## src/rtl/fcm_pkg.sv

```systemverilog
package fcm_pkg;
  localparam int DATA_W    = 14;
  localparam int LO_W      = 18;
  localparam int NUM_SLOTS = 4;
  localparam int NUM_ANT   = 2;
  localparam int MUL_LAT   = 2;
endpackage

```

## src/rtl/fcm_sched.sv

```systemverilog
module fcm_sched #(
  parameter int DATA_W    = 14,
  parameter int NUM_SLOTS = 4,
  localparam int SLOT_W   = $clog2(NUM_SLOTS)
) (
  input  logic              clk,
  input  logic              rst_n,
  input  logic              adv,
  input  logic              s_valid,
  output logic              s_ready,
  input  logic [DATA_W-1:0] s_main,
  input  logic [DATA_W-1:0] s_div,
  output logic              iss_valid,
  output logic [SLOT_W-1:0] iss_slot,
  output logic [DATA_W-1:0] iss_main,
  output logic [DATA_W-1:0] iss_div
);
  logic [SLOT_W-1:0] slot_q;
  logic [DATA_W-1:0] hold_main, hold_div;
  logic              take;

  assign s_ready   = adv && (slot_q == '0);
  assign take      = s_valid && s_ready;
  assign iss_valid = (slot_q != '0) || s_valid;
  assign iss_slot  = slot_q;
  assign iss_main  = (slot_q == '0) ? s_main : hold_main;
  assign iss_div   = (slot_q == '0) ? s_div  : hold_div;

  always_ff @(posedge clk) begin
    if (!rst_n) begin
      slot_q    <= '0;
      hold_main <= '0;
      hold_div  <= '0;
    end else if (adv) begin
      if (take || slot_q != '0) slot_q <= slot_q + SLOT_W'(1);
      if (take) begin
        hold_main <= s_main;
        hold_div  <= s_div;
      end
    end
  end


  acc_block_chk: assert property (@(posedge clk) disable iff (!rst_n)
    (s_valid && s_ready) |=> !s_ready);


  slot_step_chk: assert property (@(posedge clk) disable iff (!rst_n)
    (adv && slot_q != '0) |=> (slot_q == SLOT_W'($past(slot_q) + SLOT_W'(1))));
endmodule

```

## src/rtl/fcm_mul_lane.sv

```systemverilog
module fcm_mul_lane #(
  parameter int A_W = 14,
  parameter int B_W = 18,
  localparam int P_W = A_W + B_W
) (
  input  logic           clk,
  input  logic           rst_n,
  input  logic           en,
  input  logic [A_W-1:0] a,
  input  logic [B_W-1:0] b,
  output logic [P_W-1:0] p
);
  logic signed [A_W-1:0] a_r;
  logic signed [B_W-1:0] b_r;
  logic signed [P_W-1:0] p_r;

  always_ff @(posedge clk) begin
    if (!rst_n) begin
      a_r <= '0;
      b_r <= '0;
      p_r <= '0;
    end else if (en) begin
      a_r <= a;
      b_r <= b;
      p_r <= a_r * b_r;
    end
  end

  assign p = p_r;
endmodule

```

## src/rtl/fcm_tag_pipe.sv

```systemverilog
module fcm_tag_pipe #(
  parameter int W     = 2,
  parameter int DEPTH = 2
) (
  input  logic         clk,
  input  logic         rst_n,
  input  logic         en,
  input  logic         in_valid,
  input  logic [W-1:0] in_tag,
  output logic         out_valid,
  output logic [W-1:0] out_tag
);
  logic [DEPTH-1:0] vld;
  logic [W-1:0]     tag [DEPTH];

  for (genvar i = 0; i < DEPTH; i++) begin : g_stage
    logic         nv;
    logic [W-1:0] nt;
    if (i == 0) begin : g_head
      assign nv = in_valid;
      assign nt = in_tag;
    end else begin : g_body
      assign nv = vld[i-1];
      assign nt = tag[i-1];
    end
    always_ff @(posedge clk) begin
      if (!rst_n) begin
        vld[i] <= 1'b0;
        tag[i] <= '0;
      end else if (en) begin
        vld[i] <= nv;
        tag[i] <= nt;
      end
    end
  end

  assign out_valid = vld[DEPTH-1];
  assign out_tag   = tag[DEPTH-1];
endmodule

```

## src/rtl/fcm_mixer.sv

```systemverilog
module fcm_mixer #(
  parameter int DATA_W    = fcm_pkg::DATA_W,
  parameter int LO_W      = fcm_pkg::LO_W,
  parameter int NUM_SLOTS = fcm_pkg::NUM_SLOTS,
  localparam int PROD_W   = DATA_W + LO_W,
  localparam int SLOT_W   = $clog2(NUM_SLOTS),
  localparam int NUM_MUL  = 2 * fcm_pkg::NUM_ANT
) (
  input  logic                  clk,
  input  logic                  rst_n,
  input  logic                  s_valid,
  output logic                  s_ready,
  input  logic [DATA_W-1:0]     s_main,
  input  logic [DATA_W-1:0]     s_div,
  output logic [SLOT_W-1:0]     lo_sel,
  input  logic [LO_W-1:0]       lo_cos,
  input  logic [LO_W-1:0]       lo_sin,
  output logic                  m_valid,
  input  logic                  m_ready,
  output logic [SLOT_W-1:0]     m_chan,
  output logic [2*PROD_W-1:0]   m_i,
  output logic [2*PROD_W-1:0]   m_q
);
  logic              adv;
  logic              iss_valid;
  logic [SLOT_W-1:0] iss_slot;
  logic [DATA_W-1:0] iss_main, iss_div;
  logic [PROD_W-1:0] prod [NUM_MUL];

  assign adv    = !(m_valid && !m_ready);
  assign lo_sel = iss_slot;

  fcm_sched #(.DATA_W(DATA_W), .NUM_SLOTS(NUM_SLOTS)) u_sched (
    .clk(clk), .rst_n(rst_n), .adv(adv),
    .s_valid(s_valid), .s_ready(s_ready), .s_main(s_main), .s_div(s_div),
    .iss_valid(iss_valid), .iss_slot(iss_slot),
    .iss_main(iss_main), .iss_div(iss_div)
  );

  // lane j: antenna = j/2 (0 main, 1 diversity), phase = j%2 (0 cos, 1 sin)
  for (genvar j = 0; j < NUM_MUL; j++) begin : g_lane
    logic [DATA_W-1:0] a_sel;
    logic [LO_W-1:0]   b_sel;
    assign a_sel = (j / 2 == 0) ? iss_main : iss_div;
    assign b_sel = (j % 2 == 0) ? lo_cos : lo_sin;
    fcm_mul_lane #(.A_W(DATA_W), .B_W(LO_W)) u_mul (
      .clk(clk), .rst_n(rst_n), .en(adv),
      .a(a_sel), .b(b_sel), .p(prod[j])
    );
  end

  fcm_tag_pipe #(.W(SLOT_W), .DEPTH(fcm_pkg::MUL_LAT)) u_tag (
    .clk(clk), .rst_n(rst_n), .en(adv),
    .in_valid(iss_valid), .in_tag(iss_slot),
    .out_valid(m_valid), .out_tag(m_chan)
  );

  assign m_i = {prod[2], prod[0]};
  assign m_q = {prod[3], prod[1]};


  stall_hold_chk: assert property (@(posedge clk) disable iff (!rst_n)
    (m_valid && !m_ready) |=> (m_valid && $stable(m_chan) && $stable(m_i)
                               && $stable(m_q) && $stable(lo_sel)));


  stall_block_chk: assert property (@(posedge clk) disable iff (!rst_n)
    (m_valid && !m_ready) |-> !s_ready);


  chan_seq_chk: assert property (@(posedge clk) disable iff (!rst_n)
    (m_valid && m_ready && m_chan != {SLOT_W{1'b1}})
      |=> (m_valid && m_chan == SLOT_W'($past(m_chan) + SLOT_W'(1))));
endmodule

```

## config.mk

```make
export PLATFORM = sky130hd
export DESIGN_NAME = fcm_mixer
export DESIGN_NICKNAME = d
export VERILOG_FILES = /design/src/rtl/fcm_pkg.sv /design/src/rtl/fcm_sched.sv /design/src/rtl/fcm_mul_lane.sv /design/src/rtl/fcm_tag_pipe.sv /design/src/rtl/fcm_mixer.sv
export SDC_FILE = /design/constraint.sdc
export NUM_CORES = 2
export LEC_CHECK = 0
export BUFFER_PORTS_ARGS = -buffer_cell sky130_fd_sc_hd__buf_2
export CAP_MARGIN = 20
export CELL_PAD_IN_SITES_DETAIL_PLACEMENT = 2
export CELL_PAD_IN_SITES_GLOBAL_PLACEMENT = 2
export CORE_ASPECT_RATIO = 0.75
export CORE_MARGIN = 4
export CORE_UTILIZATION = 25
export DETAILED_ROUTE_END_ITERATION = 6
export PLACE_DENSITY_LB_ADDON = 0.12
export SYNTH_ARGS = -nofsm -noshare
export SYNTH_HDL_FRONTEND = slang
export SYNTH_SLANG_ARGS = --single-unit
```

## constraint.sdc

```tcl
create_clock -name clk -period 5.9 [get_ports clk]
set_input_delay 0.59 -clock clk [delete_from_list [all_inputs] [get_ports clk]]
set_output_delay 0.59 -clock clk [all_outputs]
set_load 0.01 [all_outputs]
```

### After elaboration in Yosys (flattened, before gate mapping)

Memories as Yosys holds them, arrays and structs flattened.
Cells that the tools add are included.

* add/sub/neg operators: 1
* shift operators: 0
* bitwise logic cells: 3
* multiplexer cells: 8
* divide/modulo/power cells: 0
* reduce and logical (&&, ||, !) cells: 11
* order comparisons: 0
* equality and inequality tests: 0
* $mul: 4

Operator list (count)
* $mul 14x18->32: 4
* $mux 14: 2
* $mux 1: 4
* $mux 2: 2
* $reduce_and 2->1: 2
* $logic_and 1x1->1: 3
* $add 2x1->2 const B: 1
* $logic_not 1->1: 2
* $logic_not 2->1: 1
* $logic_or 1x1->1: 2
* $or 1x1->1: 2
* $reduce_bool 2->1: 1
* $not 1->1: 1

* register bits after elaboration: 224
* latch bits: 0
* bits in writable memories: 4
* output and inout bits: 134
* memories kept: 1
* memory bits (read-only): 0

Memories
* u_tag.tag: words 2, width 2, rd ports 2, clocked after Yosys merged registers in 0, wr ports 2, RTL line fcm_tag_pipe.sv:14 `logic [W-1:0] tag [DEPTH];`

### Longest topological paths before layout

* depth in word-level cells: 7
* mapped depth: 24

### Modules after synthesis

A second synthesis with hierarchy kept.

* cell total of the unflattened synthesis: 5266
* area total of the unflattened synthesis: 48754.3 um^2

Modules (own cells, without submodules)
* fcm_mul_lane at g_lane[0].u_mul ...: instances 3, cells an instance 1263, area each 11727.5 um^2, seq. area each 1281.2 um^2
* fcm_mul_lane at g_lane[3].u_mul: instances 1, cells an instance 1290, area each 11816.3 um^2, seq. area each 1281.2 um^2
* fcm_sched: instances 1, cells an instance 171, area each 1520.2 um^2, seq. area each 600.6 um^2
* fcm_tag_pipe: instances 1, cells an instance 15, area each 229.0 um^2, seq. area each 160.2 um^2
* fcm_mixer: instances 1, cells an instance 1, area each 6.3 um^2, seq. area each 0.0 um^2

### Least setup slack after synthesis

Ideal clock, no wire load.

* path type: register -> register
* from: reg g_lane[1].u_mul.b_r[17]
* to: reg g_lane[1].u_mul.p_r[29]
* path buffers: 2
* period minus slack after synthesis: 6335 ps
* cell stages (with the launch flop): 21
* data arrival time: 6218 ps
* data required time: 5783 ps
* path slack: -435 ps
* setup time: 117 ps
* cells stage by stage: dfxtp_1 -> clkbuf_1 -> clkbuf_1 -> nand2_1 -> fa_1 -> fa_1 -> inv_1 -> fa_1 -> fa_1 -> fa_1 -> inv_1 -> fa_1 -> inv_1 -> ha_1 -> a21o_1 -> a21o_1 -> nor4_1 -> a31oi_2 -> a21o_1 -> a211o_1 -> a32o_1

* word-level cells in the longest chain between the ends: 1

RTL lines
* start: declaration: RTL line fcm_mul_lane.sv:14 `logic signed [B_W-1:0] b_r;`
* start signal: assignment: RTL line fcm_mul_lane.sv:20 `b_r <= '0;`
* start signal: assignment: RTL line fcm_mul_lane.sv:24 `b_r <= b;`
* $mul 14x18->32: RTL line fcm_mul_lane.sv:25 `p_r <= a_r * b_r;`
* end signal: assignment: RTL line fcm_mul_lane.sv:25
* end: declaration: RTL line fcm_mul_lane.sv:15 `logic signed [P_W-1:0] p_r;`

Every way passes these cells.
A chain may end at the register's enable or synchronous reset.

==> flow_summary.ini <==
[global_routing]
grt_max_degree = 120
grt_usage = 0.189
antenna_found_initial = 16
grt_overflow = 0
grt_pass1_vias = 42029
grt_pass1_wl_um = 272000

[sta]
setup_ws_ns = -0.292
worst_slew_pin_slew_ns = 1.12
hold_slack_ns = 0.194
slew_violations = 0
fin_skew_ns = 0.0394
slew_headroom = 0.251
period_share = 1.05
finalSetupViolations = 47
max_freq_mhz = 161
rsz0062_at_grt = yes
hold_violations = 0
period_needed_ns = 6.19

[cts]
numCtsBuffers = 35
cts_tree = built
holdBufCountCts = 0
clock_path_buffers = 3
cts_root_buffer = clkbuf_16
worst_skew_pair.late_latency_ns = 0.64
cts_max_level = 2
cts_sinks = 228
clkTransAtPathRegs_ns = 0.06

[job]
max-cap-violations = 0

[worst_setup_path]
crit_chain = buf_12 -> buf_12 -> and2_4 -> fa_1 -> inv_2 -> fa_1 -> inv_2 -> fa_1 -> fa_1 -> fa_2 -> inv_2 -> fa_1 -> inv_2 -> ha_4 -> nand4_1 -> or2_4 -> inv_1 -> a211o_1 -> a2111o_1 -> buf_4 -> a31oi_4 -> mux2i_1 -> a21oi_1
crit_path_max_incr_delay_ns = 0.60
cp-start-kind = register
slowest_stage = fa_2
worst-path-stages = 23
worst_setup_path_end_kind = register
path_buf_inv = 8
crit_type = register to register
cp.arrival_ns = 6.67
crit_family = adder cells
critical_path_required_ns = 6.38
worst_path_most_repeated_cell = fa_1
cp_max_fo = 7
reg2reg_depth = 23

[logic_synthesis]
synth_warnings = 0
avgSynthCellArea_um2 = 8.82
synth_cells = 5151
synth_flop_cell = dfxtp_1
ys_seq_area_frac = 0.101
synth_nets = 6492
ys_types = 84
syn_area_um2 = 45400
async_flop_share = 0
synth_edf_count = 4
ys_seq_elements = 228

[die]
pin_count = 202
rows = 135
core-area_um2 = 181000
die_w_um = 500
start_util = 0.251
die_height_um = 377
dieArea_um2 = 189000

[routing]
dr.pass1.iters = 5
drc = 0
wire_per_inst_um = 21.4
vias = 36546
ant_nets = 0
viasPerCell = 4.36
drt_iter0_drc = 1267
wirelength_um = 179000

[final_layout]
multi_input_area_um2 = 38100
seq_area_um2 = 4720
fin_cells = 8389
nets = 7305
syn_to_final_growth_pct = 33.7
layout-drive-gt1-share = 0.284
fillers = 19897
final_area_um2 = 60700

[pwr]
power.total_uw = 33900
ir_drop_mv = 0.255
power_density_nw_per_um2 = 558
p_leak_uw = 0.0297

[place]
place_area_um2 = 54500
dpl.cell_count = 8141
place_congestion = 0.799
hpwl_um = 142000
portBuffers = 201

[status]
status = finished with violations
violations = negative setup slack

[min_path]
whs_path_depth = 3
hold_path.class = input port to register
cells in the mapped netlist, drive strengths merged (4+ instances only):
master / instances / area share
a2111oi: 7 / 0.0016
a211o: 5 / 0.00096
a211oi: 64 / 0.011
a21boi: 4 / 0.00066
a21o: 30 / 0.0050
a21oi: 221 / 0.025
a31oi: 16 / 0.0023
and2: 541 / 0.075
and3: 16 / 0.0023
buf: 14 / 0.0013
clkbuf: 276 / 0.023
dfxtp: 224 / 0.099
edfxtp: 4 / 0.0026
fa: 972 / 0.43
ha: 301 / 0.083
inv: 1115 / 0.092
mux2i: 30 / 0.0066
nand2: 731 / 0.060
nand2b: 24 / 0.0033
nand3: 26 / 0.0029
nand4: 7 / 0.00096
nor2: 142 / 0.012
nor2b: 7 / 0.00096
nor3: 17 / 0.0019
nor3b: 7 / 0.0014
o2111ai: 6 / 0.0012
o211ai: 9 / 0.0016
o21a: 21 / 0.0035
o21ai: 90 / 0.010
o21bai: 17 / 0.0028
o22ai: 6 / 0.00083
o31ai: 9 / 0.0016
or3: 14 / 0.0019
xnor2: 98 / 0.019
xor2: 27 / 0.0052
worst reg2reg max path, cell delays in order (launching register included):
cell	delay, ns
dfxtp_2	0.32
buf_12	0.13
buf_12	0.14
and2_4	0.14
fa_1	0.51
inv_2	0.04
fa_1	0.55
inv_2	0.05
fa_1	0.47
fa_1	0.52
fa_2	0.60
inv_2	0.05
fa_1	0.52
inv_2	0.05
ha_4	0.25
nand4_1	0.13
or2_4	0.17
inv_1	0.05
a211o_1	0.27
a2111o_1	0.47
buf_4	0.19
a31oi_4	0.14
mux2i_1	0.21
a21oi_1	0.08
worst paths after layout:
check                    startpoint                      end  slack [ns]
max reg2reg  g_lane[2].u_mul.a_r[0]    g_lane[3].u_mul.p[30]       -0.29
min                      lo_cos[14]  g_lane[0].u_mul.b_r[14]        0.19
max          g_lane[2].u_mul.a_r[0]    g_lane[3].u_mul.p[30]       -0.29
min reg2reg   g_lane[0].u_mul.p[22]    g_lane[0].u_mul.p[22]        0.45
cell usage in the layout (no fill, tap or decap), types with 21 or more instances in the layout:
cell / count
a21oi_2: 29
ha_4: 56
o21ai_1: 32
dfxtp_4: 25
a21oi_1: 173
mux2i_1: 30
fa_1: 887
buf_12: 93
fa_2: 85
a21o_1: 29
a211oi_1: 50
ha_1: 238
and2_4: 44
o21ai_2: 25
nor2_1: 126
xnor2_1: 81
buf_4: 651
clkbuf_16: 47
nand2_2: 29
inv_2: 79
buf_6: 89
nand2b_1: 23
o21ai_0: 28
nand2_1: 692
inv_1: 1035
dfxtp_2: 21
and2_1: 495
buf_2: 201
dfxtp_1: 178
xor2_1: 23
nand3_1: 21
metal layers:
layer  part of all wire  vias to the layer above  track usage
li1                   -                    16989            -
met1               0.53                    19023        0.294
met2               0.42                      421        0.282
met3              0.033                      111       0.0216
met4              0.019                        2       0.0325
met5           0.000039                        -            0
what timing repair did:
action / in CTS / in global routing
gates resized for setup: 384 / 438
endpoints found under the setup margin: 71 / 78
pin swaps: 222 / 344
cloned: 13 / 10
buffers inserted: 77 / 111
power by group:
part / leakage (µW) / internal, µW / switching, µW
Sequential: 0.00192 / 2040 / 358
Clock: 0.000599 / 1400 / 981
Combinational: 0.0272 / 13500 / 15600
flip-flops by register name, indices dropped and copies added, names as in the netlist:
| signal | flops |
|---|---|
| u_sched.hold_main | 14 |
| u_tag.g_stage.nv | 1 |
| u_sched.hold_div | 14 |
| g_lane.u_mul.p | 128 |
| g_lane.u_mul.b_r | 36 |
| g_lane.u_mul.a_r | 28 |
| u_tag.tag | 4 |
| u_sched.iss_slot | 2 |
| u_tag.out_valid | 1 |
per-stage QoR:
stage          TNS [ns]  setup slack (ns)  utilization
2_1_floorplan   -0.0272           -0.0272            -
3_3_place_gp     -11.57            -0.363        0.302
3_5_place_dp     -15.36            -0.459        0.302
4_1_cts           -6.63            -0.328        0.322
5_1_grt          -17.98            -0.555        0.336
6_report          -5.15            -0.292        0.336
final cells by class:
class,count,area share
Antenna cell,2,0.0000824
Timing Repair Buffer,1066,0.156
Tap cell,2397,0.0494
Clock inverter,15,0.00311
Multi-Input combinational cell,3516,0.627
Clock buffer,48,0.0171
Sequential cell,228,0.0778
Inverter,1117,0.0693
cells by family (layout without fill, tap and decap cells):
group | count (synthesis) | after routing | share of synthesized area
buffers and inverters | 1407 | 2246 | 0.116
xor gates and xnor gates | 125 | 125 | 0.0241
adders and majority gates | 1273 | 1273 | 0.511
DFF | 228 | 228 | 0.101
muxes | 31 | 31 | 0.00686
other | 0 | 2 | 0
AOI/OAI and AO/OA | 536 | 536 | 0.0742
and+or+nand+nor | 1551 | 1551 | 0.166
Power figures use the tool's default switching activity.
